===== config.mk =====
export PLATFORM = sky130hd
export DESIGN_NAME = sram_line_tester
export DESIGN_NICKNAME = d
export VERILOG_FILES = /design/src/rtl/sltest_pkg.sv /design/src/rtl/sltest_step_rom.sv /design/src/rtl/sltest_timer.sv /design/src/rtl/sram_line_tester.sv
export SDC_FILE = /design/constraint.sdc
export NUM_CORES = 1
export LEC_CHECK = 0
export ABC_AREA = 1
export BUFFER_PORTS_ARGS = -buffer_cell sky130_fd_sc_hd__buf_4
export CAP_MARGIN = 20
export CORE_ASPECT_RATIO = 0.5
export CORE_MARGIN = 2
export CORE_UTILIZATION = 60
export CTS_CLUSTER_SIZE = 10
export DETAILED_ROUTE_END_ITERATION = 10
export GPL_TIMING_DRIVEN = 0
export HOLD_SLACK_MARGIN = 0.15
export PLACE_DENSITY = 0.81
export REMOVE_ABC_BUFFERS = 1
export SLEW_MARGIN = 20
export SYNTH_ARGS = -nofsm -noshare
export SYNTH_HDL_FRONTEND = slang
export SYNTH_SLANG_ARGS = --single-unit

===== constraint.sdc =====
create_clock -name clk_i -period 12.85 [get_ports clk_i]
set_input_delay 0 -clock clk_i [delete_from_list [all_inputs] [get_ports clk_i]]
set_output_delay 0 -clock clk_i [all_outputs]
set_load 0.02 [all_outputs]

===== src/rtl/sltest_pkg.sv =====
package sltest_pkg;
  typedef enum logic {ST_IDLE, ST_RUN} run_state_e;

  // write strobe low window inside one step
  function automatic logic we_window(input int tick, input int cyc);
    return (tick >= cyc / 4) && (tick < cyc - cyc / 4);
  endfunction
endpackage


===== src/rtl/sltest_step_rom.sv =====
module sltest_step_rom #(
  parameter int ADDR_W = 8,
  parameter int DATA_W = 4,
  parameter int STEP_W = 6
) (
  input  logic [STEP_W-1:0] step_i,
  output logic              wr_o,
  output logic [ADDR_W-1:0] addr_o,
  output logic [DATA_W-1:0] data_o,
  output logic [DATA_W-1:0] exp_o,
  output logic              cs_hi_o,
  output logic              cs_lo_no,
  output logic              oe_no
);
  localparam int NW    = ADDR_W + 1;
  localparam int END_A = NW;
  localparam int END_B = 3 * NW;
  localparam int END_C = 4 * NW;
  localparam int END_S = END_C + 8;

  logic [DATA_W-1:0] pat_a;
  logic [DATA_W-1:0] pat_b;

  for (genvar g = 0; g < DATA_W; g++) begin : g_pat
    assign pat_a[g] = ((g % 2) == 0);
  end
  assign pat_b = ~pat_a;

  function automatic logic [ADDR_W-1:0] walk(input int w);
    return (w == 0) ? '0 : (ADDR_W'(1) << (w - 1));
  endfunction

  always_comb begin
    int s;
    int j;
    s        = int'(step_i);
    j        = 0;
    wr_o     = 1'b0;
    addr_o   = '0;
    data_o   = '0;
    exp_o    = '0;
    cs_hi_o  = 1'b1;
    cs_lo_no = 1'b0;
    oe_no    = 1'b0;
    if (s < END_A) begin
      wr_o   = 1'b1;
      addr_o = walk(s);
      data_o = pat_a;
    end else if (s < END_B) begin
      j      = s - END_A;
      addr_o = walk(j / 2);
      if ((j % 2) == 0) exp_o = pat_a;
      else begin
        wr_o   = 1'b1;
        data_o = pat_b;
      end
    end else if (s < END_C) begin
      addr_o = walk(s - END_B);
      exp_o  = pat_b;
    end else if (s < END_S) begin
      j = (s - END_C) % 4;
      if (j == 0) wr_o = 1'b1;
      if (j == 2) begin
        wr_o   = 1'b1;
        data_o = '1;
        if (((s - END_C) / 4) == 0) cs_lo_no = 1'b1;
        else                        cs_hi_o  = 1'b0;
      end
    end else begin
      j = s - END_S;
      if (j == 0) wr_o = 1'b1;
      if (j == 2) begin
        exp_o = '1;
        oe_no = 1'b1;
      end
    end
  end
endmodule


===== src/rtl/sltest_timer.sv =====
module sltest_timer #(
  parameter int CYC = 50,
  localparam int TW = $clog2(CYC)
) (
  input  logic          clk_i,
  input  logic          rst_ni,
  input  logic          clr_i,
  input  logic          en_i,
  output logic [TW-1:0] tick_o,
  output logic          wrap_o
);
  logic [TW-1:0] tick_q;

  assign wrap_o = (tick_q == TW'(CYC - 1));
  assign tick_o = tick_q;

  always_ff @(posedge clk_i or negedge rst_ni) begin
    if (!rst_ni)     tick_q <= '0;
    else if (clr_i)  tick_q <= '0;
    else if (en_i)   tick_q <= wrap_o ? '0 : tick_q + 1'b1;
  end

  assert_tick_range_R8: assert property (@(posedge clk_i) disable iff (!rst_ni)
    int'(tick_q) < CYC);
endmodule


===== src/rtl/sram_line_tester.sv =====
module sram_line_tester #(
  parameter int ADDR_W     = 8,
  parameter int DATA_W     = 4,
  parameter int CYC_CLKS   = 50,
  parameter int SAMPLE_CLK = 40,
  localparam int STEPS     = 4 * (ADDR_W + 1) + 11,
  localparam int STEP_W    = $clog2(STEPS)
) (
  input  logic              clk_i,
  input  logic              rst_ni,
  input  logic              start_i,
  input  logic [DATA_W-1:0] mem_dout_i,
  output logic [ADDR_W-1:0] mem_addr_o,
  output logic [DATA_W-1:0] mem_din_o,
  output logic              mem_we_no,
  output logic              mem_oe_no,
  output logic              mem_cs_hi_o,
  output logic              mem_cs_lo_no,
  output logic              busy_o,
  output logic              done_o,
  output logic              pass_o,
  output logic [STEP_W-1:0] fail_step_o,
  output logic [DATA_W-1:0] fail_exp_o,
  output logic [DATA_W-1:0] fail_obs_o
);
  import sltest_pkg::*;

  localparam int TICK_W = $clog2(CYC_CLKS);

  run_state_e        state_q;
  logic [STEP_W-1:0] step_q;
  logic [TICK_W-1:0] tick;
  logic              wrap;
  logic              go;

  logic              s_wr, s_cs_hi, s_cs_lo_n, s_oe_n;
  logic [ADDR_W-1:0] s_addr;
  logic [DATA_W-1:0] s_data, s_exp;

  logic              mismatch;
  logic              last_step;

  sltest_step_rom #(.ADDR_W(ADDR_W), .DATA_W(DATA_W), .STEP_W(STEP_W)) u_rom (
    .step_i  (step_q),
    .wr_o    (s_wr),
    .addr_o  (s_addr),
    .data_o  (s_data),
    .exp_o   (s_exp),
    .cs_hi_o (s_cs_hi),
    .cs_lo_no(s_cs_lo_n),
    .oe_no   (s_oe_n)
  );

  sltest_timer #(.CYC(CYC_CLKS)) u_timer (
    .clk_i (clk_i),
    .rst_ni(rst_ni),
    .clr_i (go),
    .en_i  (state_q == ST_RUN),
    .tick_o(tick),
    .wrap_o(wrap)
  );

  assign go        = (state_q == ST_IDLE) && start_i;
  assign last_step = (step_q == STEP_W'(STEPS - 1));
  assign mismatch  = (state_q == ST_RUN) && !s_wr &&
                     (tick == TICK_W'(SAMPLE_CLK)) && (mem_dout_i != s_exp);
  assign busy_o    = (state_q == ST_RUN);

  // sequencing and result capture
  always_ff @(posedge clk_i or negedge rst_ni) begin
    if (!rst_ni) begin
      state_q     <= ST_IDLE;
      step_q      <= '0;
      done_o      <= 1'b0;
      pass_o      <= 1'b0;
      fail_step_o <= '0;
      fail_exp_o  <= '0;
      fail_obs_o  <= '0;
    end else begin
      done_o <= 1'b0;
      if (state_q == ST_IDLE) begin
        if (start_i) begin
          state_q     <= ST_RUN;
          step_q      <= '0;
          pass_o      <= 1'b0;
          fail_step_o <= '0;
          fail_exp_o  <= '0;
          fail_obs_o  <= '0;
        end
      end else if (mismatch) begin
        state_q     <= ST_IDLE;
        done_o      <= 1'b1;
        fail_step_o <= step_q;
        fail_exp_o  <= s_exp;
        fail_obs_o  <= mem_dout_i;
      end else if (wrap) begin
        if (last_step) begin
          state_q <= ST_IDLE;
          done_o  <= 1'b1;
          pass_o  <= 1'b1;
        end else begin
          step_q <= step_q + 1'b1;
        end
      end
    end
  end

  // registered pad drivers: no glitches on the async RAM strobe
  always_ff @(posedge clk_i or negedge rst_ni) begin
    if (!rst_ni) begin
      mem_addr_o   <= '0;
      mem_din_o    <= '0;
      mem_we_no    <= 1'b1;
      mem_oe_no    <= 1'b0;
      mem_cs_hi_o  <= 1'b1;
      mem_cs_lo_no <= 1'b0;
    end else if (state_q == ST_RUN) begin
      mem_addr_o   <= s_addr;
      mem_din_o    <= s_data;
      mem_we_no    <= !(s_wr && we_window(int'(tick), CYC_CLKS));
      mem_oe_no    <= s_oe_n;
      mem_cs_hi_o  <= s_cs_hi;
      mem_cs_lo_no <= s_cs_lo_n;
    end else begin
      mem_addr_o   <= '0;
      mem_din_o    <= '0;
      mem_we_no    <= 1'b1;
      mem_oe_no    <= 1'b0;
      mem_cs_hi_o  <= 1'b1;
      mem_cs_lo_no <= 1'b0;
    end
  end

  assert_strobe_pins_stable_R5: assert property (@(posedge clk_i) disable iff (!rst_ni)
    !mem_we_no |-> ($stable(mem_addr_o) && $stable(mem_din_o) && $stable(mem_cs_hi_o)));

  assert_no_strobe_idle_R5: assert property (@(posedge clk_i) disable iff (!rst_ni)
    !busy_o |-> mem_we_no);

  assert_one_select_off_R6: assert property (@(posedge clk_i) disable iff (!rst_ni)
    !(!mem_cs_hi_o && mem_cs_lo_no));

  assert_no_write_oe_off_R7: assert property (@(posedge clk_i) disable iff (!rst_ni)
    mem_oe_no |-> mem_we_no);

  assert_done_single_R9: assert property (@(posedge clk_i) disable iff (!rst_ni)
    done_o |=> !done_o);

  assert_done_ends_run_R9: assert property (@(posedge clk_i) disable iff (!rst_ni)
    done_o |-> !busy_o);

  assert_result_held_R11: assert property (@(posedge clk_i) disable iff (!rst_ni)
    (!busy_o && !start_i) |=> ($stable(pass_o) && $stable(fail_step_o) && $stable(fail_obs_o)));
endmodule


# Word-level counts from Yosys, hierarchy flattened
# Cells that the tools add are included.
# totals
ff_bits,45
inputBits,7
output_inout_bits,33
word_cells,146
# classes
addsub,11
n_lt_le_gt_ge,6
n_eq_ne,11
n_shift,3
muxes,77
n_bitwise,3
n_reduce_logical,21
# op_table
operator,count
zero test 32 bit,6
<< shifter 1 x 32 -> 8 bit (first input constant),3
2-to-1 mux 4 bit,17
adder 32 x 1 -> 32 bit,2
subtractor 32 x 2 -> 32 bit (second input constant),2
2-to-1 mux 6 bit,10
2-to-1 mux 8 bit,7
2-to-1 mux 1 bit,42
equality test 32 x 3 -> 1 bit (second input constant),1
equality test 6 bit (second input constant),3
less-than comparator 6 bit (second input constant),3
subtractor 6 x 6 -> 7 bit (second input constant),2
adder 6 x 1 -> 6 bit (second input constant),2
AND reduction 4 bit,2
subtractor 6 x 1 -> 7 bit (second input constant),1
subtractor 6 x 4 -> 7 bit (second input constant),1
subtractor 6 x 5 -> 7 bit (second input constant),1
>= comparator 6 x 4 -> 1 bit (second input constant),1
logical AND 1 bit,6
zero test 6 bit,1
less-than comparator 6 x 4 -> 1 bit (second input constant),1
less-than comparator 6 x 5 -> 1 bit (second input constant),1
!= test 2 x 1 -> 1 bit (second input constant),3
!= test 2 bit (second input constant),2
9 further kinds,12

# Longest topological paths before layout
# Gate-level depths: netlist of the first run.
# logic_depth
ltp_word,16
mapped_depth,31
depth_no_buf,29

# Modules after synthesis
# Synthesis of the first run repeated with hierarchy kept, for this count alone.
# unflattened
hier_cells,640
hier_area_um2,4247.8
# by_module_without_submodules
mod,n_inst,cells_each,area_each_um2,seq_area_each_um2
sltest_step_rom,1,373,2108.3,0.0
sram_line_tester,1,219,1749.2,978.4
sltest_timer,1,48,390.4,150.1

# Worst setup path before layout of the first run
# No wires, ideal clock.
# synth_path
path_type,flip-flop to flip-flop
start,register step_q[0]
end,register mem_addr_o[0]
setup_ns,0.078
t_arrival_ns,4.295
required_ns,12.772
path_slack_ns,8.477
stages_incl_launch_ff,31
path_buffers,2
synth_period_minus_slack_ns,4.373
cell_sequence,dfrtp_1 -> buf_6 -> inv_4 -> buf_6 -> ha_1 -> inv_1 -> a211oi_4 -> inv_1 -> nor2_1 -> ha_1 -> ha_1 -> nand3_2 -> nor2_4 -> nand2_4 -> inv_1 -> nand2_1 -> ha_1 -> nand2_1 -> nor2_2 -> inv_1 -> nor4_1 -> nand3_2 -> nor2_2 -> nand2_1 -> nand2_1 -> nand3_1 -> nor2_2 -> nand2_2 -> nor2_8 -> nand4_1 -> a21oi_1
# synth_via
elab_chain_cells,9
word_cells_on_any_way,23
cone_classes,6 x add/sub; 3 x order compare; 3 x shift; 7 x mux; 1 x bitwise; 3 x reduce/logical
# synth_lines
element,line,text
"start, declared",sram_line_tester.sv:31,logic [STEP_W-1:0] step_q;
"start signal, assigned",sram_line_tester.sv:102,step_q <= step_q + 1'b1;
subtractor 6 x 4 -> 7 bit,sltest_step_rom.sv:50,j = s - END_A;
AND 1 bit (no line),-,
adder 32 x 1 -> 32 bit (no line),-,
subtractor 32 x 2 -> 32 bit,sltest_step_rom.sv:30,return (w == 0) ? '0 : (ADDR_W'(1) << (w - 1));
<< shifter 1 x 32 -> 8 bit,sltest_step_rom.sv:30,
2-to-1 mux 8 bit,sltest_step_rom.sv:30,
2-to-1 mux 8 bit,sltest_step_rom.sv:49,end else if (s < END_B) begin
2-to-1 mux 8 bit (*),sltest_step_rom.sv:45,if (s < END_A) begin
2-to-1 mux 8 bit (*),sram_line_tester.sv:117,end else if (state_q == ST_RUN) begin
"end signal, assigned",sram_line_tester.sv:118,mem_addr_o <= s_addr;
"end, declared",sram_line_tester.sv:13,"output logic [ADDR_W-1:0] mem_addr_o,"
# Every way passes the cells marked *; elsewhere a longest branch is shown, timed or not.
# A chain may end at the register's enable or synchronous reset.

# Worst setup path in the final report of the first run
# layout_path
start,register step_q[2]
end,register mem_addr_o[2]
# The elaborated chain is that of the path after synthesis.

==> results.sh, run 1 <==
export IMPL_outcome="finished, final reports clean"
export IMPL_io_pins=40
export IMPL_cp_required_ns=13.06
export IMPL_regToRegEndpoint="mem_addr_o[2]$_DFF_PN0_"
export IMPL_end_kind="register"
export IMPL_ys_async_sr_fraction_pct=100.0
export IMPL_drtPass1Iterations=5
export IMPL_start_kind="register"
export IMPL_grt_pass1_wl_um=15980
export IMPL_worst_pin_slew_ns=0.6930
export IMPL_die_area_um2=7308
export IMPL_max_freq_ghz=0.1882
export IMPL_grt_pass1_vias=3463
export IMPL_vias_per_cell=5.643
export IMPL_cp_max_fo=13
export IMPL_clock_power_share_pct=13.2
export IMPL_worst_setup_hold_path_clk_slew_ns=0.07
export IMPL_post_dp_cell_area_um2=4258
export IMPL_clk_path_buf_depth=2
export IMPL_fin_cells=672
export IMPL_fillers=514
export IMPL_vdd_drop_max_uv=121.7
export IMPL_yosysSeqAreaShare_pct=25.96
export IMPL_vias=3792
export IMPL_postCtsResizedCells=0
export IMPL_synth_top_cells_by_area="dfrtp_1 25%, ha_1 11%, nand2_1 9.2%"
export IMPL_antenna_left=0
export IMPL_overflow=0
export IMPL_yosysWarningCount=0
export IMPL_hold_violations=0
export IMPL_p_sw_mw=0.6082
export IMPL_dp_final_hpwl_um=7414
export IMPL_synth_seq_cells=41
export IMPL_ys_types=49
export IMPL_maxSlewHeadroom_pct=53.37
export IMPL_maxCapViolCount=0
export IMPL_worst_ep_arrival_time_ns=5.53
export IMPL_cts_inserted_buffers=5
export IMPL_setup_violations=0
export IMPL_core_area_um2=6231
export IMPL_fin_tns_setup_ns=0
export IMPL_layout_min_cycle_time_ns=5.315
export IMPL_routed_wl_um=9575
export IMPL_syn_avg_cell_area_um2=7.282
export IMPL_multi_input_area_um2=2551
export IMPL_internal_power_mw=0.5200
export IMPL_drive_above_1_share_pct=18.32
export IMPL_num_antenna_cells=0
export IMPL_reg2reg_slack_ns=7.54
export IMPL_fin_crit_sh_pct=41.36
export IMPL_placed_cells=658
export IMPL_power_density_nw_per_um2=251.0
export IMPL_antenna_found_initial=0
export IMPL_synth_edf_count=0
export IMPL_postLayoutCoreUtil_pct=72.13
export IMPL_cts_root_buf="clkbuf_16"
export IMPL_synth_top_cell_by_area="dfrtp_1"
export IMPL_clk_latency_ns=0.29
export IMPL_areaGrowthSynthToFinish_pct=13.46
export IMPL_die_w_um=118.9
export IMPL_worstRegToRegCells=27
export IMPL_drt_iter0_markers=355
export IMPL_fin_nets=626
export IMPL_start_util_pct=63.57
export IMPL_power_leakage_nw=2.146
export IMPL_combPwrFrac_pct=68.1
export IMPL_syn_area_um2=3961
export IMPL_register_area_um2=1028
export IMPL_ys_flop_type="dfrtp_1"
export IMPL_htreeDepth=2
export IMPL_rows=20
export IMPL_grt_max_degree=42
export IMPL_drcViolationCount=0
export IMPL_yosysTopAreaCellShare_pct=24.64
export IMPL_synth_common_cells="97 x nand2_1, 58 x inv_1, 55 x nor2_1"
export IMPL_reg2reg_from="step_q[2]$_DFFE_PN0P_"
export IMPL_power_switching_share_pct=53.91
export IMPL_post_drt_wl_per_cell_um=14.25
export IMPL_finClkSkew_ns=0.008223
export IMPL_fin_area_um2=4494
export IMPL_cts_tree="done"
export IMPL_rsz0062_at_grt="false"
export IMPL_die_y_um=61.46
export IMPL_path_class="register to register"
export IMPL_seq_power_share_pct=18.7
export IMPL_final_max_slew_viol_count=0
export IMPL_synth_most_common_cell="nand2_1"
export IMPL_hold_path_class="input port to async pin"
export IMPL_synthCells=544
export IMPL_io_buffers=39
export IMPL_grt_usage_pct=27.41
export IMPL_gp_congestion=0.9766
export IMPL_cts_sinks=41
## worst max-delay path by stage
stage	from	slack [ns]	depth (start not counted)	to
2_1_floorplan	step_q[2]$_DFFE_PN0P_	8.49	27	mem_addr_o[0]$_DFF_PN0_
3_3_place_gp	step_q[2]$_DFFE_PN0P_	7.70	27	mem_addr_o[0]$_DFF_PN0_
3_5_place_dp	step_q[2]$_DFFE_PN0P_	7.62	27	mem_addr_o[0]$_DFF_PN0_
4_1_cts	step_q[2]$_DFFE_PN0P_	7.62	27	mem_addr_o[0]$_DFF_PN0_
5_1_grt	step_q[2]$_DFFE_PN0P_	7.18	27	mem_addr_o[0]$_DFF_PN0_
6_report	step_q[2]$_DFFE_PN0P_	7.54	27	mem_addr_o[2]$_DFF_PN0_
## placed cells by master (no fill, tap or decap), types with 7 or more instances in the layout
cell,synthesis,layout
nand2_1,97,97
inv_1,58,58
nor2_1,55,55
nand3_1,52,52
dfrtp_1,39,39
buf_4,5,39
ha_1,36,36
o21ai_0,27,27
nand4_1,25,25
a21oi_1,21,21
nor3_1,17,17
nand2_2,14,14
inv_2,10,10
xor2_1,9,9
nand2_4,7,7
## registers in the layout (all words and copies together), names as in the netlist
signal and flops:
mem_oe_no 1, pass_o 1, fail_exp_o 2, busy_o 1, mem_cs_lo_no 1, mem_din_o 2
mem_we_no 1, mem_addr_o 8, step_q 6, mem_cs_hi_o 1, u_timer.tick_o 6, fail_step_o 6
fail_obs_o 4, done_o 1
## timing repair
action | CTS | global route
hold endpoints to repair | 46 | 0
hold buffers | 6 | 0
buffers inserted | 0 | 0
## layout make-up
| type | instances | area share, % |
|---|---|---|
| clock buffers | 6 | 3.090 |
| clock inverters | 2 | 0.8352 |
| multi-input cells | 418 | 56.77 |
| flip-flops and latches | 41 | 22.88 |
| repair buffers | 45 | 7.851 |
| well taps | 88 | 2.450 |
| inverters | 72 | 6.125 |
## cell families (layout without fill, tap and decap cells)
kind of cell / after synthesis / in the layout / synth area share (%)
DFF: 41 / 41 / 25.96
AOI/OAI and AO/OA: 67 / 67 / 9.666
buffers and inverters: 85 / 125 / 9.633
adders and majority gates: 36 / 36 / 11.37
xor gates and xnor gates: 12 / 12 / 3.127
and+or+nand+nor: 303 / 303 / 40.24
## power groups by stage
| stage | clock network, mW | registers, mW | logic, mW |
|---|---|---|---|
| 6_report | 0.149 | 0.211 | 0.768 |
| 5_1_grt | 0.157 | 0.215 | 0.859 |
| 2_1_floorplan | 0 | 0.235 | 0.550 |
| 4_1_cts | 0.149 | 0.209 | 0.764 |
| 3_5_place_dp | 0 | 0.211 | 0.758 |
| 3_3_place_gp | 0 | 0.210 | 0.735 |
## critical path, stage by stage (launching register included)
cell and delay, ns:
dfrtp_1 0.65, inv_4 0.17, ha_1 0.29, a211oi_4 0.57
inv_1 0.11, nor2_1 0.11, ha_1 0.19, ha_1 0.18
nand3_2 0.14, nor2_4 0.14, nand2_4 0.08, inv_1 0.09
nand2_1 0.06, ha_1 0.42, nand2_1 0.09, nor2_2 0.22
inv_1 0.12, nor4_1 0.45, nand3_2 0.17, nor2_2 0.12
nand2_1 0.06, nand2_1 0.07, nand3_1 0.08, nor2_2 0.12
nand2_2 0.10, nor2_8 0.14, nand4_1 0.13, a21oi_1 0.18
## per-stage QoR
| stage | hold WS, ns | power (mW) | setup WS [ns] |
|---|---|---|---|
| after global routing | 0.2936 | 1.231 | 7.180 |
| after global placement | 0.01045 | 0.9451 | 7.700 |
| final | 0.2332 | 1.128 | 7.535 |
| after detailed placement | 0.01505 | 0.9691 | 7.618 |
| after CTS | 0.2536 | 1.122 | 7.615 |
| after floorplan | -0.2956 | 0.7858 | 8.494 |
## routing by layer
layer / wire, um / vias to the layer above / GRT usage [%]
li1: - / 1898 / -
met1: 4402 / 1738 / 35.08
met2: 4492 / 136 / 50.57
met3: 511 / 20 / 3.611
met4: 169 / 0 / 7.653
met5: 0 / - / 0
Note: power is estimated with default switching activity, not from simulation.
==> run 2, diff against run 1 <==
Clock period 12.85 ns to 4.9 ns, I/O delays scaled along.
==> results.sh, run 2 (synthesized netlist as in run 1, its figures left out) <==
export IMPL_placed_cells=658
export IMPL_final_max_slew_viol_count=0
export IMPL_core_area_um2=6231
export IMPL_clk_latency_ns=0.29
export IMPL_drt_iter0_markers=395
export IMPL_dp_final_hpwl_um=7414
export IMPL_worst_ep_arrival_time_ns=4.72
export IMPL_finClkSkew_ns=0.007396
export IMPL_die_w_um=118.9
export IMPL_cp_slowest_cell="dfrtp_2"
export IMPL_slowest_delay_ns=0.49
export IMPL_place_ws_ns=-0.3317
export IMPL_antenna_found_initial=0
export IMPL_outcome="finished, final reports clean"
export IMPL_maxCapViolCount=0
export IMPL_maxSlewHeadroom_pct=52.35
export IMPL_final_common_cell="nand2_1"
export IMPL_fin_area_um2=4532
export IMPL_worst_setup_hold_path_clk_slew_ns=0.06
export IMPL_worstSetupStartpoint="step_q[0]$_DFFE_PN0P_"
export IMPL_antenna_left=0
export IMPL_cp_endpoint="mem_addr_o[0]$_DFF_PN0_"
export IMPL_fillers=508
export IMPL_cts_tree="done"
export IMPL_mostFrequentLayoutCells="97 x nand2_1, 58 x inv_1, 54 x nor2_1"
export IMPL_layout_min_cycle_time_ns=4.517
export IMPL_largest_register_ffs=8
export IMPL_areaGrowthSynthToFinish_pct=14.40
export IMPL_grt_util_met3_pct=3.611
export IMPL_reg2reg_slack_ns=0.38
export IMPL_hold_path_class="input port to async pin"
export IMPL_drive_above_1_share_pct=19.32
export IMPL_fin_ws_ns=0.3826
export IMPL_grt_pass1_vias=3471
export IMPL_crit_path_frequent_cell="nand2_1"
export IMPL_fin_crit_sh_pct=92.19
export IMPL_regToRegEndpoint="mem_addr_o[0]$_DFF_PN0_"
export IMPL_die_y_um=61.46
export IMPL_post_drt_wl_per_cell_um=14.31
export IMPL_grt_busiest_layer="met2"
export IMPL_power_leakage_nw=2.153
export IMPL_grt_max_degree=42
export IMPL_fin_cells=673
export IMPL_cp_required_ns=5.10
export IMPL_worstRegToRegCells=28
export IMPL_io_pins=40
export IMPL_die_area_um2=7308
export IMPL_setup_violations=0
export IMPL_cts_root_buf="clkbuf_16"
export IMPL_io_buffers=39
export IMPL_gp_congestion=0.9766
export IMPL_vdd_drop_max_uv=323.4
export IMPL_top_register="mem_addr_o"
export IMPL_cts_sinks=41
export IMPL_fin_nets=627
export IMPL_start_kind="register"
export IMPL_rows=20
export IMPL_vias=3821
export IMPL_power_density_nw_per_um2=660.7
export IMPL_clk_path_buf_depth=2
export IMPL_cts_inserted_buffers=5
export IMPL_end_kind="register"
export IMPL_max_freq_ghz=0.2214
export IMPL_use_met1_pct=35.08
export IMPL_fin_tns_setup_ns=0
export IMPL_total_power_mw=2.994
export IMPL_met2_usage_pct=50.66
export IMPL_routed_wl_um=9632
export IMPL_hold_violations=0
export IMPL_worst_pin_slew_ns=0.7083
export IMPL_post_dp_cell_area_um2=4258
export IMPL_start_util_pct=63.57
export IMPL_overflow=0
export IMPL_grt_pass1_wl_um=15990
export IMPL_drcViolationCount=0
export IMPL_reg2reg_from="step_q[0]$_DFFE_PN0P_"
export IMPL_cp_max_fo=12
export IMPL_num_antenna_cells=0
export IMPL_grt_usage_pct=27.43
export IMPL_drtPass1Iterations=5
export IMPL_path_class="register to register"
export IMPL_vias_per_cell=5.678
export IMPL_htreeDepth=2
==> run 2: what timing repair did <==
item / 4_1_cts / 5_1_grt
hold buffers: 6 / 0
pin swaps: 1 / 0
resized for setup: 0 / 8
buffers inserted: 1 / 0
endpoints found under the hold margin: 46 / 0
setup endpoints to repair: 8 / 8
==> run 2: routing by layer <==
metal | up-vias | part of all wire (%)
met5 | - | 0
met4 | 0 | 1.9
met3 | 23 | 5.4
met2 | 135 | 47
met1 | 1761 | 46
li1 | 1902 | -
==> run 2: how the worst min path moves through the flow <==
stage                                         end  slack (ns)  depth (start not counted)
floorplan                        busy_o$_DFF_PN0_       -0.30                          0
global placement    u_timer.tick_o[2]$_DFFE_PN0P_        0.01                          1
detailed placement  u_timer.tick_o[3]$_DFFE_PN0P_        0.02                          1
CTS                       mem_addr_o[0]$_DFF_PN0_        0.25                          2
global route        u_timer.tick_o[2]$_DFFE_PN0P_        0.29                          2
finish              u_timer.tick_o[2]$_DFFE_PN0P_        0.23                          2
==> run 2: layout make-up <==
class	instances	area (um^2)	share of cell area (%)
clock buffer	6	138.9	3.065
clock inverter	2	37.54	0.8283
inverter	72	277.8	6.129
multi-input combinational	418	2576	56.85
sequential	41	1031	22.75
tap	88	110.1	2.430
timing repair buffer	46	360.3	7.951
==> run 2: critical path: cells and delay by family, from the launching register on <==
family                   cells  cell delay [ns]
AND/OR/NAND/NOR             17             1.88
buffers and inverters        5             0.60
AO/OA/AOI/OAI                2             0.49
adder cells (fa/ha/maj)      4             0.96
flip-flops                   1             0.49
==> run 2: power breakdown <==
part / total (mW) / switching, mW / leakage [nW] / internal (mW)
logic: 2.05 / 1.37 / 1.55 / 0.680
registers: 0.555 / 0.111 / 0.524 / 0.444
clock network: 0.392 / 0.138 / 0.0831 / 0.254
==> run 2: stage by stage <==
step,util (%),hold slack (ns)
after global placement,68.33,0.01045
final,72.73,0.2327
after floorplan,-,-0.2956
after detailed placement,68.33,0.01505
after global routing,72.73,0.2934
after CTS,72.25,0.2536
==> run 3, diff against run 2 <==
Settings changed: ABC_AREA 1 to not set, SLEW_MARGIN 20 to not set.
==> results.sh, run 3 <==
export IMPL_outcome="finished, final reports clean"
export IMPL_reg2reg_slack_ns=0.19
export IMPL_grt_usage_pct=27.31
export IMPL_drt_iter0_markers=560
export IMPL_start_util_pct=61.52
export IMPL_routed_wl_um=9511
export IMPL_final_max_slew_viol_count=0
export IMPL_overflow=0
export IMPL_worst_setup_hold_path_clk_slew_ns=0.06
export IMPL_vias_per_cell=6.357
export IMPL_total_power_mw=2.917
export IMPL_slowest_delay_ns=0.55
export IMPL_ys_async_sr_fraction_pct=100.0
export IMPL_ys_flop_type="dfrtp_1"
export IMPL_syn_avg_cell_area_um2=7.946
export IMPL_post_drt_wl_per_cell_um=16.57
export IMPL_hold_violations=0
export IMPL_drive_above_1_share_pct=16.50
export IMPL_synthCells=465
export IMPL_areaGrowthSynthToFinish_pct=18.15
export IMPL_die_area_um2=6840
export IMPL_start_kind="register"
export IMPL_io_pins=40
export IMPL_synth_seq_cells=41
export IMPL_cp_max_fo=7
export IMPL_finClkSkew_ns=0.007526
export IMPL_postLayoutCoreUtil_pct=72.69
export IMPL_place_ws_ns=-1.302
export IMPL_mostFrequentLayoutCells="68 x nand2_1, 48 x buf_4, 36 x o21ai_0"
export IMPL_htreeDepth=2
export IMPL_power_density_nw_per_um2=668.1
export IMPL_grt_max_degree=42
export IMPL_drcViolationCount=0
export IMPL_clk_path_buf_depth=2
export IMPL_clk_latency_ns=0.28
export IMPL_crit_path_frequent_cell="ha_4"
export IMPL_cp_required_ns=5.10
export IMPL_synth_top_cell_by_area="dfrtp_1"
export IMPL_die_y_um=59.49
export IMPL_fin_crit_sh_pct=96.17
export IMPL_fillers=466
export IMPL_path_class="register to register"
export IMPL_synth_most_common_cell="nand2_1"
export IMPL_yosysTopAreaCellShare_pct=26.41
export IMPL_worstSetupStartpoint="step_q[0]$_DFFE_PN0P_"
export IMPL_synth_edf_count=0
export IMPL_yosysWarningCount=0
export IMPL_register_area_um2=1039
export IMPL_layout_min_cycle_time_ns=4.712
export IMPL_cp_slowest_cell="or4_1"
export IMPL_vias=3649
export IMPL_synth_common_cells="68 x nand2_1, 39 x dfrtp_1, 37 x o21ai_0"
export IMPL_worst_ep_arrival_time_ns=4.91
export IMPL_cts_inserted_buffers=5
export IMPL_setup_violations=0
export IMPL_worst_pin_slew_ns=0.9692
export IMPL_antenna_found_initial=0
export IMPL_io_buffers=39
export IMPL_dp_final_hpwl_um=6348
export IMPL_multi_input_area_um2=2565
export IMPL_vdd_drop_max_uv=350.1
export IMPL_reg2reg_from="step_q[0]$_DFFE_PN0P_"
export IMPL_die_w_um=115.0
export IMPL_grt_pass1_wl_um=14890
export IMPL_fin_ws_ns=0.1878
export IMPL_cts_tree="done"
export IMPL_maxCapViolCount=0
export IMPL_cts_sinks=41
export IMPL_cp_endpoint="mem_addr_o[0]$_DFF_PN0_"
export IMPL_antenna_left=0
export IMPL_rows=20
export IMPL_cts_root_buf="clkbuf_16"
export IMPL_worstRegToRegCells=20
export IMPL_ys_types=65
export IMPL_max_freq_ghz=0.2122
export IMPL_maxSlewHeadroom_pct=35.39
export IMPL_gp_congestion=0.8953
export IMPL_fin_nets=539
export IMPL_cp_cell_sequence="inv_4 > ha_4 > inv_1 > a2111oi_4 > and2_4 > ha_4 > ha_4 > and3_4 > o21ai_2 > inv_1 > nand2_1 > ha_1 > or4_1 > nor4_2 > nand3_1 > a2111oi_2 > a211oi_1 > a31oi_1 > nand4_1 > o2bb2ai_2"
export IMPL_grt_pass1_vias=3132
export IMPL_regToRegEndpoint="mem_addr_o[0]$_DFF_PN0_"
export IMPL_final_common_cell="nand2_1"
export IMPL_num_antenna_cells=0
export IMPL_top_register="mem_addr_o"
export IMPL_power_leakage_nw=1.817
export IMPL_syn_area_um2=3695
export IMPL_drtPass1Iterations=6
export IMPL_yosysSeqAreaShare_pct=27.84
export IMPL_core_area_um2=6006
export IMPL_synth_top_cells_by_area="dfrtp_1 26%, ha_1 12%, nand2_1 6.9%"
export IMPL_largest_register_ffs=8
export IMPL_hold_path_class="input port to async pin"
export IMPL_end_kind="register"
==> run 3: changes by cell type in the layout (fill, tap and decap cells not counted), moves of 9 or more <==
cell      previous run  this run
nand3_1             52        26
inv_2               10         0
nand2_2             14         0
o21ai_0             27        36
nand2_1             97        68
nand4_1             25        11
nand2b_1             0         9
nor2_1              54        33
inv_1               58        14
==> run 3: per-stage QoR <==
| stage | instances | hold WS, ns | instance area, um^2 | setup TNS [ns] |
|---|---|---|---|---|
| finish | 574 | 0.2301 | 4365 | 0 |
| global route | 574 | 0.2835 | 4365 | -0.003462 |
| CTS | 570 | 0.2492 | 4322 | 0 |
| detailed placement | 553 | 0.004030 | 3973 | -10.05 |
| global placement | 550 | 0.004524 | 3934 | -15.32 |
| floorplan | 434 | -0.2956 | 3545 | -5.706 |
==> run 3: area by class of cell <==
| cell class | instances | area share [%] |
|---|---|---|
| multi-input combinational | 377 | 58.76 |
| sequential | 41 | 23.79 |
| timing repair buffer | 55 | 9.888 |
| clock buffer | 6 | 2.952 |
| tap | 77 | 2.207 |
| inverter | 16 | 1.519 |
| clock inverter | 2 | 0.8885 |
==> run 3: kinds of logic (layout without fill, tap and decap cells) <==
logic type / count (synthesis) / count (layout) / synth area share [%]
AND/OR/NAND/NOR: 207 / 207 / 28.41
buffers and inverters: 47 / 79 / 5.689
adder cells (fa/ha/maj): 36 / 36 / 12.19
XOR/XNOR: 17 / 17 / 5.181
AO/OA/AOI/OAI: 116 / 116 / 20.42
multiplexers: 1 / 1 / 0.2709
flip-flops: 41 / 41 / 27.84
==> run 3: worst max-delay path: cells and delay by family (launching register included) <==
kind / cells / cell delay, ns
adders and majority gates: 4 / 0.74
DFF: 1 / 0.52
and+or+nand+nor: 7 / 1.79
AOI/OAI and AO/OA: 6 / 1.26
buffers and inverters: 3 / 0.32
==> run 3: repair_timing <==
action	in CTS	in global routing
gates resized for setup	23	4
setup buffers	3	4
setup endpoints to repair	8	8
pin swaps	4	5
hold buffers	6	0
endpoints found under the hold margin	49	0
==> run 3: how the worst min path moves through the flow <==
stage / startpoint / to / slack (ns) / cells after the start
floorplan: rst_ni / busy_o$_DFF_PN0_ / -0.30 / 0
global placement: rst_ni / mem_cs_lo_no$_DFF_PN0_ / 0.005 / 1
detailed placement: rst_ni / mem_cs_lo_no$_DFF_PN0_ / 0.004 / 1
CTS: rst_ni / step_q[4]$_DFFE_PN0P_ / 0.25 / 2
global route: rst_ni / mem_cs_lo_no$_DFF_PN0_ / 0.28 / 2
finish: rst_ni / fail_step_o[3]$_DFFE_PN0P_ / 0.23 / 2
==> run 3: per-layer routing <==
metal  vias to the layer above  routed length, um  track usage (%)
met4                         0                131            6.885
met1                      1710               4329            39.86
met5                         -                  0                0
met3                        15                677            2.454
li1                       1755                  -                -
met2                       169               4372            44.29
==> run 3: report_power, final <==
group	internal [mW]	switching [mW]
clock network	0.241	0.125
logic	0.800	1.16
registers	0.451	0.140
total	1.49	1.42
